`src/rtl/ras_pkg.sv`:
```
package ras_pkg;
  typedef enum logic [2:0] {
    AS_FREE   = 3'd0,
    AS_NORM_P = 3'd1,
    AS_NORM_S = 3'd2,
    AS_HOLD_P = 3'd3,
    AS_HOLD_S = 3'd4
  } auto_st_e;

  typedef enum logic [1:0] {
    PM_TRACK = 2'b00,
    PM_HOLD  = 2'b01,
    PM_FREE  = 2'b10
  } pll_mode_e;

  localparam logic [1:0] MS_AUTO = 2'b11;
endpackage

```
`src/rtl/ras_guard_timer.sv`:
```
module ras_guard_timer #(
  parameter int GUARD_W = 16
) (
  input  logic               clk,
  input  logic               rst_n,
  input  logic               load,
  input  logic               run,
  input  logic               clear,
  input  logic [GUARD_W-1:0] len,
  output logic               expired
);
  logic [GUARD_W-1:0] cnt_q, cnt_d;
  logic               cnt_en;

  always_comb begin
    cnt_en = load | clear | (run & (cnt_q != '0));
    if (clear)     cnt_d = '0;
    else if (load) cnt_d = len;
    else           cnt_d = cnt_q - 1'b1;
  end

  always_ff @(posedge clk or negedge rst_n) begin
    if (!rst_n)      cnt_q <= '0;
    else if (cnt_en) cnt_q <= cnt_d;
  end

  assign expired = (cnt_q == '0);

  // once expired, a running counter stays expired
  a_r7_no_wrap: assert property (@(posedge clk) disable iff (!rst_n)
    (expired && run && !load && !clear) |=> expired);
endmodule

```
`src/rtl/ras_next_state.sv`:
```
module ras_next_state
  import ras_pkg::*;
(
  input  auto_st_e cur,
  input  logic     auto_en,
  input  logic     loss_pri,
  input  logic     loss_sec,
  input  logic     guard_done,
  output auto_st_e nxt
);
  always_comb begin
    nxt = cur;
    if (!auto_en) begin
      nxt = AS_FREE;
    end else if (!loss_pri) begin
      nxt = AS_NORM_P;
    end else if (loss_sec) begin
      case (cur)
        AS_NORM_P: nxt = AS_HOLD_P;
        AS_NORM_S: nxt = AS_HOLD_S;
        AS_FREE, AS_HOLD_P, AS_HOLD_S: nxt = cur;
        default:   nxt = AS_FREE;
      endcase
    end else begin
      case (cur)
        AS_FREE:   nxt = AS_NORM_S;
        AS_NORM_P: nxt = AS_HOLD_P;
        AS_NORM_S: nxt = AS_NORM_S;
        AS_HOLD_S: nxt = AS_NORM_S;
        AS_HOLD_P: nxt = guard_done ? AS_NORM_S : AS_HOLD_P;
        default:   nxt = AS_FREE;
      endcase
    end
  end
endmodule

```
`src/rtl/ras_out_map.sv`:
```
module ras_out_map
  import ras_pkg::*;
(
  input  logic [1:0] mode_sel,
  input  logic       ref_swap,
  input  auto_st_e   st,
  output pll_mode_e  mode_d,
  output logic       alt_d
);
  logic on_alternate;

  always_comb begin
    on_alternate = (st == AS_NORM_S) || (st == AS_HOLD_S);
    if (mode_sel != MS_AUTO) begin
      mode_d = pll_mode_e'(mode_sel);
      alt_d  = ref_swap;
    end else begin
      alt_d = ref_swap ^ on_alternate;
      case (st)
        AS_NORM_P, AS_NORM_S: mode_d = PM_TRACK;
        AS_HOLD_P, AS_HOLD_S: mode_d = PM_HOLD;
        default:              mode_d = PM_FREE;
      endcase
    end
  end
endmodule

```
`src/rtl/ref_arbiter.sv`:
```
module ref_arbiter
  import ras_pkg::*;
#(
  parameter int GUARD_W = 16
) (
  input  logic               clk,
  input  logic               rst_n,
  input  logic [1:0]         mode_sel,
  input  logic               ref_swap,
  input  logic               loss_pri,
  input  logic               loss_sec,
  input  logic [GUARD_W-1:0] guard_len,
  output logic [1:0]         pll_mode,
  output logic               use_alt
);
  logic [1:0] rst_sync_q;
  logic       rst_s;
  auto_st_e   state_q, state_d;
  pll_mode_e  mode_d;
  logic       alt_d;
  logic       auto_en, guard_done;
  logic       g_load, g_run, g_clear;

  always_ff @(posedge clk or negedge rst_n) begin
    if (!rst_n) rst_sync_q <= 2'b00;
    else        rst_sync_q <= {rst_sync_q[0], 1'b1};
  end
  assign rst_s = rst_sync_q[1];

  assign auto_en = (mode_sel == MS_AUTO);

  ras_next_state u_nxt (
    .cur        (state_q),
    .auto_en    (auto_en),
    .loss_pri   (loss_pri),
    .loss_sec   (loss_sec),
    .guard_done (guard_done),
    .nxt        (state_d)
  );

  always_comb begin
    g_load  = (state_d == AS_HOLD_P) && (state_q != AS_HOLD_P);
    g_run   = (state_d == AS_HOLD_P) && (state_q == AS_HOLD_P);
    g_clear = (state_d != AS_HOLD_P);
  end

  ras_guard_timer #(.GUARD_W(GUARD_W)) u_guard (
    .clk     (clk),
    .rst_n   (rst_s),
    .load    (g_load),
    .run     (g_run),
    .clear   (g_clear),
    .len     (guard_len),
    .expired (guard_done)
  );

  ras_out_map u_map (
    .mode_sel (mode_sel),
    .ref_swap (ref_swap),
    .st       (state_d),
    .mode_d   (mode_d),
    .alt_d    (alt_d)
  );

  always_ff @(posedge clk or negedge rst_s) begin
    if (!rst_s) begin
      state_q  <= AS_FREE;
      pll_mode <= PM_FREE;
      use_alt  <= 1'b0;
    end else begin
      state_q  <= state_d;
      pll_mode <= mode_d;
      use_alt  <= alt_d;
    end
  end

  // output code 2'b11 never appears
  a_r2_legal_code: assert property (@(posedge clk) disable iff (!rst_s)
    1'b1 |-> (pll_mode != 2'b11));
  // manual hold request shows as hold
  a_r2_manual_hold: assert property (@(posedge clk) disable iff (!rst_s)
    (mode_sel == 2'b01) |=> (pll_mode == 2'b01));
  // manual mode follows the select input
  a_r3_manual_sel: assert property (@(posedge clk) disable iff (!rst_s)
    (mode_sel != MS_AUTO) |=> (use_alt == $past(ref_swap)));
  // preferred input present means tracking it
  a_r4_recover: assert property (@(posedge clk) disable iff (!rst_s)
    (auto_en && !loss_pri) |=> (pll_mode == 2'b00 && use_alt == $past(ref_swap)));
  // guard not yet run out keeps holding on preferred
  a_r7_guard_hold: assert property (@(posedge clk) disable iff (!rst_s)
    (auto_en && state_q == AS_HOLD_P && loss_pri && !loss_sec && !guard_done)
      |=> (state_q == AS_HOLD_P));
  // manual cycles discard the automatic state
  a_r10_discard: assert property (@(posedge clk) disable iff (!rst_s)
    (!auto_en) |=> (state_q == AS_FREE));
endmodule

```
`config.mk`:
```
export PLATFORM = sky130hd
export DESIGN_NAME = ref_arbiter
export DESIGN_NICKNAME = d
export VERILOG_FILES = /design/src/rtl/ras_pkg.sv /design/src/rtl/ras_guard_timer.sv /design/src/rtl/ras_next_state.sv /design/src/rtl/ras_out_map.sv /design/src/rtl/ref_arbiter.sv
export SDC_FILE = /design/constraint.sdc
export NUM_CORES = 1
export LEC_CHECK = 0
export CAP_MARGIN = 20
export CORE_MARGIN = 3
export CORE_UTILIZATION = 45
export CTS_CLUSTER_SIZE = 10
export DETAILED_ROUTE_END_ITERATION = 6
export GPL_ROUTABILITY_DRIVEN = 0
export PLACE_DENSITY = 0.76
export REMOVE_ABC_BUFFERS = 1
export SLEW_MARGIN = 15
export SYNTH_ARGS = -nofsm -noshare
export SYNTH_HDL_FRONTEND = slang
export SYNTH_SLANG_ARGS = --single-unit
export TNS_END_PERCENT = 50
```
`constraint.sdc`:
```
create_clock -name clk -period 0.8 [get_ports clk]
set_clock_uncertainty 0.2 [all_clocks]
set_input_delay 0.16 -clock clk [delete_from_list [all_inputs] [get_ports clk]]
set_output_delay 0.16 -clock clk [all_outputs]
set_load 0.005 [all_outputs]
```
# After elaboration in Yosys (flattened, before gate mapping)
# Cells that the tools add are included.
classes:
  reduce_logical: 10
  n_eq_ne: 12
  bitwise: 4
  mux: 11
  addsub: 1
ops:
  columns: ["cell", "n"]
  rows:
  - ["16-bit two-way mux", 2]
  - ["3-bit case mux with 3 select lines", 2]
  - ["16-bit logical NOT", 1]
  - ["16-bit nonzero test", 1]
  - ["16-bit by 1-bit subtractor with 16-bit output (second input constant)", 1]
  - ["3-bit by 2-bit == test with 1-bit output (second input constant)", 4]
  - ["3-bit two-way mux", 3]
  - ["3-bit by 1-bit == test with 1-bit output (second input constant)", 2]
  - ["3-bit == test (second input constant)", 2]
  - ["3-bit by 2-bit != test with 1-bit output (second input constant)", 2]
  - ["3-bit OR reduction", 2]
  - ["2-bit case mux with 2 select lines", 1]
  - ["2-bit OR reduction", 2]
  - ["3-bit logical NOT", 1]
  - ["2-bit == test (second input constant)", 1]
  - ["1-bit logical AND", 2]
  - ["1-bit two-way mux", 2]
  - ["2-bit two-way mux", 1]
  - ["2-bit != test (second input constant)", 1]
  - ["1-bit bitwise OR", 2]
  - ["1-bit AND", 1]
  - ["1-bit logical OR", 1]
  - ["1-bit XOR", 1]
word_totals:
  reg_bits: 24
  elab_cells: 43
  in_bits: 23
  output_inout_bits: 3

# Logic depth before layout (Yosys ltp)
# Gate-level depths: netlist of run 1.
depth:
  depth_word: 10
  ltp_mapped: 7
  depth_no_buf: 6

# Cells and area by module
# Synthesis of run 1 repeated with hierarchy kept, for this count alone.
hier_totals:
  hier_cells: 161
  hier_area_um2: 1582.8
modules_own_cells:
  columns: ["mod", "n_inst", "cells_each", "area_each_um2", "seq_area_each_um2"]
  rows:
  - ["ras_guard_timer", 1, 127, 1177.4, 400.4]
  - ["ref_arbiter", 1, 14, 256.5, 201.4]
  - ["ras_next_state", 1, 10, 75.1, 0.0]
  - ["ras_out_map", 1, 10, 73.8, 0.0]

# Worst setup path after synthesis of run 1
# No wires, ideal clock.
synth_path:
  kind: "reg2reg"
  start: "register u_guard.cnt_q[0]"
  end: "register u_guard.cnt_q[8]"
  path_stages_with_launch: 8
  setup_ns: 0.155
  setup_slack_ns: -1.600
  t_arrival_ns: 2.045
  t_required_ns: 0.445
  path_cell_list: "dfrtp_1 inv_1 ha_1 or4b_2 or4_4 nor2_4 buf_4 a2111oi_0"
synth_between:
  elab_chain_len: 10
  word_cells_on_any_way: 17
  classes_between: "add/sub: 1; eq/ne: 2; mux: 7; bitwise: 3; reduce/logical: 4"
synth_rtl:
  columns: ["element", "line", "rtl"]
  rows:
  - ["start, declared", "ras_guard_timer.sv:12", "logic [GUARD_W-1:0] cnt_q, cnt_d;"]
  - ["start signal, assigned", "ras_guard_timer.sv:24", "else if (cnt_en) cnt_q <= cnt_d;"]
  - ["16-bit logical NOT", "ras_guard_timer.sv:27", "assign expired = (cnt_q == '0);"]
  - ["1-bit two-way mux", "ras_next_state.sv:30", "AS_HOLD_P: nxt = guard_done ? AS_NORM_S : AS_HOLD_P;"]
  - ["3-bit case mux with 3 select lines", "ras_next_state.sv:25", "case (cur)"]
  - ["3-bit two-way mux", "ras_next_state.sv:17", "end else if (loss_sec) begin"]
  - ["3-bit two-way mux", "ras_next_state.sv:15", "end else if (!loss_pri) begin"]
  - ["3-bit two-way mux", "ras_next_state.sv:13", "if (!auto_en) begin"]
  - ["3-bit by 2-bit == test with 1-bit output", "ref_arbiter.sv:42, ref_arbiter.sv:43", null]
  - ["1-bit logical AND, on equally long branches", "ref_arbiter.sv:42, ref_arbiter.sv:43", null]
  - ["16-bit two-way mux, or another cell as far along", "ras_guard_timer.sv:18", "else if (load) cnt_d = len;"]
  - ["16-bit two-way mux / 1-bit bitwise OR (equally long branches)", "ras_guard_timer.sv:17, ras_guard_timer.sv:16", null]
# Several ways; a longest one is shown, not always the timed one.
# A chain may end at the register's enable or synchronous reset.

# Worst setup path in the final report of run 1
layout_path:
  start: "register u_guard.cnt_q[0]"
  end: "register u_guard.cnt_q[12]"
# The elaborated chain is that of the path after synthesis.

==> results of run 1 <==
## cell usage after synthesis, drive strengths merged
cell,n
o311ai,1
clkbuf,5
or3,3
a2111oi,9
or2,2
conb,1
a211o,1
nand2,3
a21o,1
nor3b,3
inv,3
nor4,11
o31ai,2
dfstp,1
a211oi,3
nand3b,1
o41ai,1
nor2b,1
and3,2
nor2,20
a21oi,3
a21boi,1
o311a,2
buf,4
xor2,2
nor3,4
xnor2,9
nand2b,2
a2bb2oi,1
and2,1
or3b,1
or4b,1
or4,5
o21ai,1
and3b,1
mux2i,1
dfrtp,23
ha,2
o31a,2
nand3,1
## worst max-delay path, stage by stage (launching register included)
cell and delay (ns):
dfrtp_1 0.41, inv_2 0.08, ha_4 0.12, or4b_4 0.48
or4_4 0.51, nor2_4 0.17, buf_12 0.17, a2111oi_2 0.05
## layer usage
| metal | global-route usage (%) | part of all wire (%) | up-vias |
|---|---|---|---|
| met5 | 0 | 0 | - |
| met4 | 6.06 | 1.4 | 0 |
| met3 | 3.06 | 2.9 | 8 |
| met2 | 40.6 | 56 | 37 |
| met1 | 27.5 | 40 | 733 |
| li1 | - | - | 667 |
## state kept, by name (all words and copies together), names as in the netlist
signal	flops
u_guard.cnt_q	16
state_q	3
pll_mode	2
rst_sync_q	2
use_alt	1
## layout make-up
class | instances | area [um^2]
fill | 176 | 531
inverter | 3 | 11.3
clock buffer | 4 | 26.3
timing repair buffer | 71 | 688
multi-input combinational | 105 | 990
tap | 42 | 52.6
sequential | 24 | 602
## repair_timing
action	4_1_cts	5_1_grt
cloned	0	1
buffers inserted	0	2
endpoints found under the setup margin	25	25
resized for setup	33	24
endpoints found under the hold margin	2	2
pin swaps	9	10
## power by group
group	leakage [nW]	internal [mW]	total (mW)	switching [mW]
logic	0.729	0.320	0.556	0.237
clock network	0.0150	0.195	0.573	0.378
registers	0.322	1.24	1.26	0.0169
## how the worst max path moves through the flow
stage | from | end | slack, ns | cells past startpoint
detailed placement | u_guard.cnt_q[0] | use_alt | -1.60 | 6
CTS | u_guard.cnt_q[9] | u_guard.cnt_q[1] | -1.43 | 4
finish | u_guard.cnt_q[0] | u_guard.cnt_q[12] | -1.52 | 7
floorplan | u_guard.cnt_q[0] | u_guard.cnt_q[2] | -1.59 | 6
global route | u_guard.cnt_q[0] | u_guard.cnt_q[5] | -1.58 | 7
global placement | u_guard.cnt_q[0] | u_guard.cnt_q[1] | -1.54 | 6
## per-stage QoR
| step | hold WS, ns | setup TNS [ns] | util (%) |
|---|---|---|---|
| after floorplan | -0.336 | -33.18 | - |
| after global placement | 0.0434 | -32.25 | 71.7 |
| after global routing | -0.251 | -32.97 | 81.7 |
| after CTS | -0.223 | -30.18 | 76.2 |
| after detailed placement | 0.0597 | -33.26 | 71.7 |
| final | -0.216 | -31.59 | 81.7 |
## cells by family (layout without fill, tap and decap cells)
family / count (synthesis) / after routing
AO/OA/AOI/OAI: 28 / 28
XOR/XNOR: 11 / 11
adder cells (fa/ha/maj): 2 / 2
buffers and inverters: 12 / 78
flip-flops: 24 / 24
multiplexers: 1 / 1
other: 1 / 1
AND/OR/NAND/NOR: 62 / 62
==> impl_metrics.json, run 1 <==
{
  "status": "complete, but fails checks",
  "violations": "hold timing, setup timing",
  "insertion_delay_ns": 0.33,
  "cts_tree": "built",
  "yosysTopAreaCellShare_pct": 40.3,
  "synth_compound_area_share_pct": 17.9,
  "slew_headroom_pct": 63.7,
  "routed_wl_um": 4750,
  "worstRegToRegCells": 7,
  "yosys.area_share.adder_pct": 1.75,
  "first_pass_iters": 6,
  "grt_pass1_vias": 1461,
  "io_pins": 26,
  "synthMuxAreaShare_pct": 0.701,
  "ys_top_cells_by_area": "dfrtp_1 40%, xnor2_1 5.5%, nor2_1 5.0%, nor4_1 3.9%, a2111oi_2 3.2%",
  "synth.avg_cell_area_um2": 10.1,
  "fin_crit_ns": 2.32,
  "place_area_um2": 2080,
  "crit_path_end_kind": "register",
  "final-instance-count-excl-fill": 249,
  "slew_violations": 0,
  "final_nets": 233,
  "dp_hpwl_um": 2870,
  "rows": 19,
  "p_leak_nw": 1.07,
  "die_width_um": 62.4,
  "io_buffer_count": 25,
  "fin_crit_sh_pct": 290,
  "routed_via_density": 5.80,
  "die-area_um2": 3890,
  "clockRootBuffer": "clkbuf_4",
  "final_common_cell": "buf_4",
  "cts_buffer_depth": 2,
  "setup_viol": 25,
  "synth_cell_type_count": 49,
  "path_clk_slew_ns": 0.13,
  "cp_data_required_time_ns": 0.80,
  "yosys.area_share.simple_pct": 26.3,
  "holdWs_ns": -0.216,
  "initial_core_util_pct": 49.3,
  "core-area_um2": 2900,
  "grt_start_max_net_pins": 27,
  "holdCritPathClass": "in2async",
  "seq_area_frac_synth_pct": 42.1,
  "ir_drop_mv": 0.856,
  "netlist_instances": 141,
  "rsz0062_at_grt": "true",
  "synth_warnings": 0,
  "tightest_slew_ns": 0.537,
  "final_cell_mix": "35 x buf_4, 23 x dfrtp_1, 22 x clkdlybuf4s50_1",
  "crit_type": "reg2reg",
  "drive_gt1_share_pct": 44.0,
  "reg2reg_slack_ns": -1.52,
  "cts.sinks": 24,
  "clock.fmax_mhz": 431,
  "synthToLayoutAreaGrowth_pct": 65.8,
  "antenna_found_initial": 0,
  "ys_ff_latch": 24,
  "drt_iter0_drc": 135,
  "hold_viol": 2,
  "drc": 0,
  "r2r_end": "u_guard.cnt_q[12]",
  "die_height_um": 62.4,
  "grt_pass1_wl_um": 7080,
  "cp.arrival_ns": 2.33,
  "postRouteAntennaNets": 0,
  "power.density_nw_per_um2": 1010,
  "synth_top_family_by_area": "simple AND/OR/NAND/NOR gates",
  "grtUsageTotal_pct": 22.3,
  "startpoint_type": "register",
  "synthXorXnorAreaFrac_pct": 6.74,
  "finalPower_mw": 2.39,
  "antenna_cells": 0,
  "pre_cts_ws_ns": -1.60,
  "critPathMaxFanout": 7,
  "placed_cells": 242,
  "h-tree-depth": 1,
  "final_area_um2": 2370,
  "grt_overflow": 0,
  "cts_buffers": 3,
  "r2r_start": "u_guard.cnt_q[0]",
  "vias": 1445,
  "post_drt_wl_per_cell_um": 19.1,
  "synth_largest_area_cell": "dfrtp_1",
  "max-cap-violations": 0,
  "netlist_area_um2": 1430,
  "setup_slack_ns": -1.52
}
Note: power is estimated with default switching activity, not from simulation.
==> run 2: changes to the inputs <==
--- a/config.mk
+++ b/config.mk
@@ -5,6 +5,7 @@
 export SDC_FILE = /design/constraint.sdc
 export NUM_CORES = 1
 export LEC_CHECK = 0
+export ABC_AREA = 1
 export CAP_MARGIN = 20
 export CORE_MARGIN = 3
 export CORE_UTILIZATION = 45
==> impl_metrics.json, run 2 <==
{
  "status": "complete, but fails checks",
  "violations": "hold timing, setup timing",
  "p_leak_nw": 1.21,
  "ys_top_cells_by_area": "dfrtp_1 40%, nand2_1 14%, nor2_1 12%, nand3_1 5.6%, inv_1 5.5%",
  "seq_area_frac_synth_pct": 42.2,
  "synthToLayoutAreaGrowth_pct": 61.4,
  "cts_tree": "built",
  "fin_crit_ns": 1.94,
  "ir_drop_mv": 0.674,
  "critPathMaxFanout": 7,
  "power.density_nw_per_um2": 1150,
  "final_common_cell": "nand2_1",
  "finalPower_mw": 2.65,
  "core-area_um2": 2880,
  "ys_async_sr_fraction_pct": 100,
  "path_clk_slew_ns": 0.15,
  "netlist_instances": 200,
  "top_register": "u_guard.cnt_q",
  "synth.avg_cell_area_um2": 7.13,
  "combPwrFrac_pct": 17.6,
  "hold_viol": 2,
  "synth.most_common_cell": "nand2_1",
  "cts_buffers": 3,
  "io_pins": 26,
  "utilization_pct": 79.9,
  "reg2reg_slack_ns": -1.14,
  "final_area_um2": 2300,
  "setup_viol": 25,
  "worstRegToRegCells": 8,
  "swShare_pct": 24.7,
  "ys_ff_latch": 24,
  "holdCritPathClass": "in2async",
  "cts.sinks": 24,
  "r2r_end": "u_guard.cnt_q[14]",
  "setup_slack_ns": -1.14,
  "postRouteAntennaNets": 0,
  "grt_pass1_vias": 1251,
  "yosysTopAreaCellShare_pct": 40.4,
  "slew_violations": 0,
  "die_height_um": 62.3,
  "initial_core_util_pct": 49.5,
  "crit_type": "reg2reg",
  "place_area_um2": 1990,
  "clock.fmax_mhz": 514,
  "dp_hpwl_um": 2210,
  "r2r_start": "state_q[0]",
  "startpoint_type": "register",
  "rsz0062_at_grt": "true",
  "synth_largest_area_cell": "dfrtp_1",
  "p_seq_share_pct": 47.5,
  "vias": 1532,
  "cp.arrival_ns": 2.00,
  "synth_warnings": 0,
  "first_pass_iters": 4,
  "p_switching_mw": 0.655,
  "cts_buffer_depth": 2,
  "grt_overflow": 0,
  "post_drt_wl_per_cell_um": 14.4,
  "holdWs_ns": -0.242,
  "ys.flop_type": "dfrtp_1",
  "drc": 0,
  "die-area_um2": 3880,
  "io_buffer_count": 25,
  "h-tree-depth": 1,
  "largest_register_ffs": 16,
  "routed_wl_um": 4450,
  "grt_start_max_net_pins": 23,
  "reg_top3": "u_guard.cnt_q x16, state_q x3",
  "antenna_found_initial": 0,
  "synth_cell_type_count": 25,
  "grt_pass1_wl_um": 5420,
  "die_width_um": 62.3,
  "ys_top_cells_by_count": "53 x nand2_1, 47 x nor2_1, 23 x dfrtp_1, 21 x inv_1, 16 x nand3_1",
  "synth_edf_count": 0,
  "antenna_cells": 0,
  "final_cell_mix": "43 x nand2_1, 34 x nor2_1, 32 x buf_4",
  "fin_crit_sh_pct": 243,
  "intPower_mw": 2.00,
  "cp_data_required_time_ns": 0.86,
  "insertion_delay_ns": 0.33,
  "rows": 19,
  "grtUsageTotal_pct": 17.4,
  "drive_gt1_share_pct": 36.5,
  "drt_iter0_drc": 161,
  "clockRootBuffer": "clkbuf_4",
  "crit_path_end_kind": "register",
  "max-cap-violations": 0,
  "p_clk_share_pct": 34.9,
  "netlist_area_um2": 1430,
  "routed_via_density": 4.97,
  "final_nets": 292
}
[run 2: cell types whose count changed in the layout (fill, tap and decap cells not counted), sizes merged, moves of 9 or more]
cell     delta
a2111oi     -9
inv        +18
nand2      +51
nand3      +16
nor2       +32
nor4       -11
[run 2: worst max-delay path by stage]
stage	cells past startpoint	slack (ns)	endpoint	start
6_report	8	-1.14	u_guard.cnt_q[14]	state_q[0]
5_1_grt	8	-1.19	u_guard.cnt_q[14]	state_q[0]
4_1_cts	9	-0.93	u_guard.cnt_q[3]	u_guard.cnt_q[2]
3_5_place_dp	11	-1.08	u_guard.cnt_q[1]	mode_sel[0]
3_3_place_gp	10	-1.03	u_guard.cnt_q[0]	loss_pri
2_1_floorplan	8	-1.09	u_guard.cnt_q[13]	u_guard.cnt_q[0]
[run 2: routing by layer]
| metal | vias up | GRT usage [%] | part of all wire, % |
|---|---|---|---|
| li1 | 751 | - | - |
| met1 | 704 | 23.9 | 43 |
| met2 | 59 | 26.7 | 48 |
| met3 | 18 | 2.88 | 6.1 |
| met4 | 0 | 8.26 | 3.2 |
| met5 | - | 0 | 0 |
[run 2: cell families (layout without fill, tap and decap cells)]
kind of cell | after synthesis | after routing | share of synthesized area [%]
simple gates | 132 | 132 | 40.0
buf+inv | 25 | 91 | 7.73
flops | 24 | 24 | 42.2
xor+xnor | 9 | 9 | 5.53
compound gates | 7 | 7 | 2.46
fa+ha+maj | 2 | 2 | 1.76
other cells | 1 | 1 | 0.263
[run 2: power by group through the flow]
stage,sequential (mW),combinational (mW),clock (mW)
6_report,1.26,0.466,0.926
5_1_grt,1.26,0.508,0.971
4_1_cts,1.26,0.402,0.916
3_5_place_dp,1.28,0.390,0
3_3_place_gp,1.28,0.388,0
2_1_floorplan,1.29,0.154,0
[run 2: timing repair]
action,CTS,global route
pin swaps,2,12
endpoints found under the hold margin,2,2
setup buffers,1,3
setup endpoints to repair,25,25
gates resized for setup,22,45
gates cloned,1,2
[run 2: critical path, stage by stage (launching register included)]
cell and delay (ns):
dfrtp_1 0.46, o21ai_1 0.17, nand2_1 0.13, nor2_4 0.19, nand4_4 0.18, clkbuf_16 0.23
nand2_1 0.07, nand2_1 0.07, nor2_1 0.16
[run 2: per-stage QoR]
| step | hold WS, ns | setup TNS, ns | cells | setup slack [ns] |
|---|---|---|---|---|
| 6_report | -0.242 | -22.09 | 308 | -1.14 |
| 5_1_grt | -0.253 | -23.28 | 308 | -1.19 |
| 4_1_cts | -0.233 | -19.67 | 303 | -0.925 |
| 3_5_place_dp | 0.0123 | -22.57 | 297 | -1.08 |
| 3_3_place_gp | 0.00451 | -21.67 | 297 | -1.03 |
| 2_1_floorplan | -0.336 | -22.34 | 196 | -1.09 |
[run 2: layout make-up]
cell class | count | area (um^2)
Timing Repair Buffer | 66 | 631
Multi-Input combinational cell | 151 | 883
Tap cell | 42 | 52.6
Inverter | 21 | 78.8
Fill cell | 177 | 577
Sequential cell | 24 | 602
Clock inverter | 1 | 30.0
Clock buffer | 3 | 22.5
==> run 3: changes to the inputs <==
--- a/config.mk
+++ b/config.mk
@@ -14,8 +14,7 @@
 export GPL_ROUTABILITY_DRIVEN = 0
 export PLACE_DENSITY = 0.76
 export REMOVE_ABC_BUFFERS = 1
-export SLEW_MARGIN = 15
+export SLEW_MARGIN = 20
 export SYNTH_ARGS = -nofsm -noshare
 export SYNTH_HDL_FRONTEND = slang
 export SYNTH_SLANG_ARGS = --single-unit
-export TNS_END_PERCENT = 50
==> impl_metrics.json, run 3 (same netlist as run 2, synthesis figures left out) <==
{
  "setup.worst_path.start": "state_q[2]",
  "ir_drop_mv": 0.686,
  "power.density_nw_per_um2": 1150,
  "antenna_cells": 0,
  "grtUsageMet3_pct": 3.06,
  "io_pins": 26,
  "synthToLayoutAreaGrowth_pct": 62.9,
  "drc": 0,
  "cp.arrival_ns": 1.95,
  "routed_via_density": 5.17,
  "slowest_stage": "dfrtp_1",
  "setup_viol": 25,
  "grt_pass1_vias": 1352,
  "crit_type": "reg2reg",
  "status": "complete, but fails checks",
  "critPathMaxFanout": 7,
  "crit_chain": "inv_2 > nand2_2 > nand2_2 > inv_2 > nor2_4 > nand4_4 > clkbuf_16 > nand2_1 > nand2_1 > nor2_1",
  "final_area_um2": 2320,
  "finalPower_mw": 2.67,
  "slew_violations": 0,
  "routed_wl_um": 4850,
  "cts_tree": "built",
  "grt_util_met2_pct": 30.4,
  "grt_start_max_net_pins": 23,
  "slowest_delay_ns": 0.46,
  "clockRootBuffer": "clkbuf_4",
  "h-tree-depth": 1,
  "postRouteAntennaNets": 0,
  "die-area_um2": 3880,
  "initial_core_util_pct": 49.5,
  "antenna_found_initial": 0,
  "grt_use_met1_pct": 24.5,
  "fin_crit_ns": 1.88,
  "rsz0062_at_grt": "true",
  "final_nets": 294,
  "top_register": "u_guard.cnt_q",
  "vias": 1602,
  "first_pass_iters": 5,
  "violations": "hold timing, setup timing",
  "holdCritPathClass": "in2async",
  "r2r_start": "state_q[2]",
  "drive_gt1_share_pct": 38.1,
  "clock.fmax_mhz": 532,
  "max-cap-violations": 0,
  "setup_slack_ns": -1.08,
  "grt_overflow": 0,
  "busiest_layer": "met2",
  "startpoint_type": "register",
  "core-area_um2": 2880,
  "reg_top3": "u_guard.cnt_q x16, state_q x3",
  "hold_viol": 2,
  "cts_buffers": 3,
  "cts.sinks": 24,
  "insertion_delay_ns": 0.34,
  "drt_iter0_drc": 148,
  "path_clk_slew_ns": 0.15,
  "die_width_um": 62.3,
  "grtUsageTotal_pct": 18.8,
  "fin_crit_sh_pct": 235,
  "cp_data_required_time_ns": 0.87,
  "rows": 19,
  "holdWs_ns": -0.244,
  "cts_buffer_depth": 2,
  "final_common_cell": "nand2_1",
  "die_height_um": 62.3,
  "p_leak_nw": 1.22,
  "final_cell_mix": "44 x nand2_1, 33 x buf_4, 31 x nor2_1",
  "dp_hpwl_um": 2210,
  "post_drt_wl_per_cell_um": 15.6,
  "largest_register_ffs": 16,
  "grt_pass1_wl_um": 5840,
  "place_area_um2": 1990,
  "crit_path_end_kind": "register",
  "io_buffer_count": 25
}
run 3: changes by cell type in the layout (fill, tap and decap cells not counted), sizes merged:
| cell | previous run | this run |
|---|---|---|
| buf | 40 | 44 |
| clkbuf | 7 | 5 |
run 3: critical path: cells and delay by family, from the launching register on:
family / cells / cell delay [ns]
buf+inv: 3 / 0.38
flops: 1 / 0.46
simple gates: 7 / 0.76
run 3: final timing paths:
kind,endpoint,depth (start not counted),slack [ns]
max in group asynchronous,pll_mode[1],1,0.17
worst min-delay path,rst_sync_q[1],1,-0.24
worst min register to register,pll_mode[0],1,0.01
worst max-delay path,u_guard.cnt_q[8],10,-1.08
worst max register to register,u_guard.cnt_q[8],10,-1.08
min in group clk,u_guard.cnt_q[4],3,0.18
run 3: metrics by stage:
step	TNS, ns	util [%]	setup WS, ns	hold slack (ns)	cells
after floorplan	-22.34	-	-1.09	-0.336	196
after global placement	-21.67	69.2	-1.03	0.00451	297
after detailed placement	-22.57	69.2	-1.08	0.0123	297
after CTS	-19.45	73.4	-0.925	-0.233	303
after global routing	-23.10	80.7	-1.16	-0.259	310
final	-21.15	80.7	-1.08	-0.244	310
run 3: final cells by class:
class / count / area, um^2
multi-input cells: 151 / 885
clock buffers: 3 / 22.5
fillers: 172 / 556
clock inverters: 1 / 30.0
well taps: 42 / 52.6
inverters: 21 / 78.8
repair buffers: 68 / 649
flip-flops and latches: 24 / 603
run 3: repair_timing:
action / CTS / global route
cloned: 1 / 2
gates resized for setup: 30 / 43
setup buffers: 2 / 5
pin swaps: 3 / 15
setup endpoints to repair: 25 / 25
endpoints found under the hold margin: 2 / 2
run 3: where the power goes:
part           internal [mW]  switching, mW  total, mW
sequential              1.24         0.0171       1.26
clock                  0.508          0.422      0.930
combinational          0.249          0.227      0.476
total                   2.00          0.666       2.67
run 3: layer usage:
layer / up-vias / part of all wire (%)
met5: - / 0
met4: 0 / 3.3
met3: 19 / 8.0
met2: 87 / 47
met1: 744 / 42
li1: 752 / -
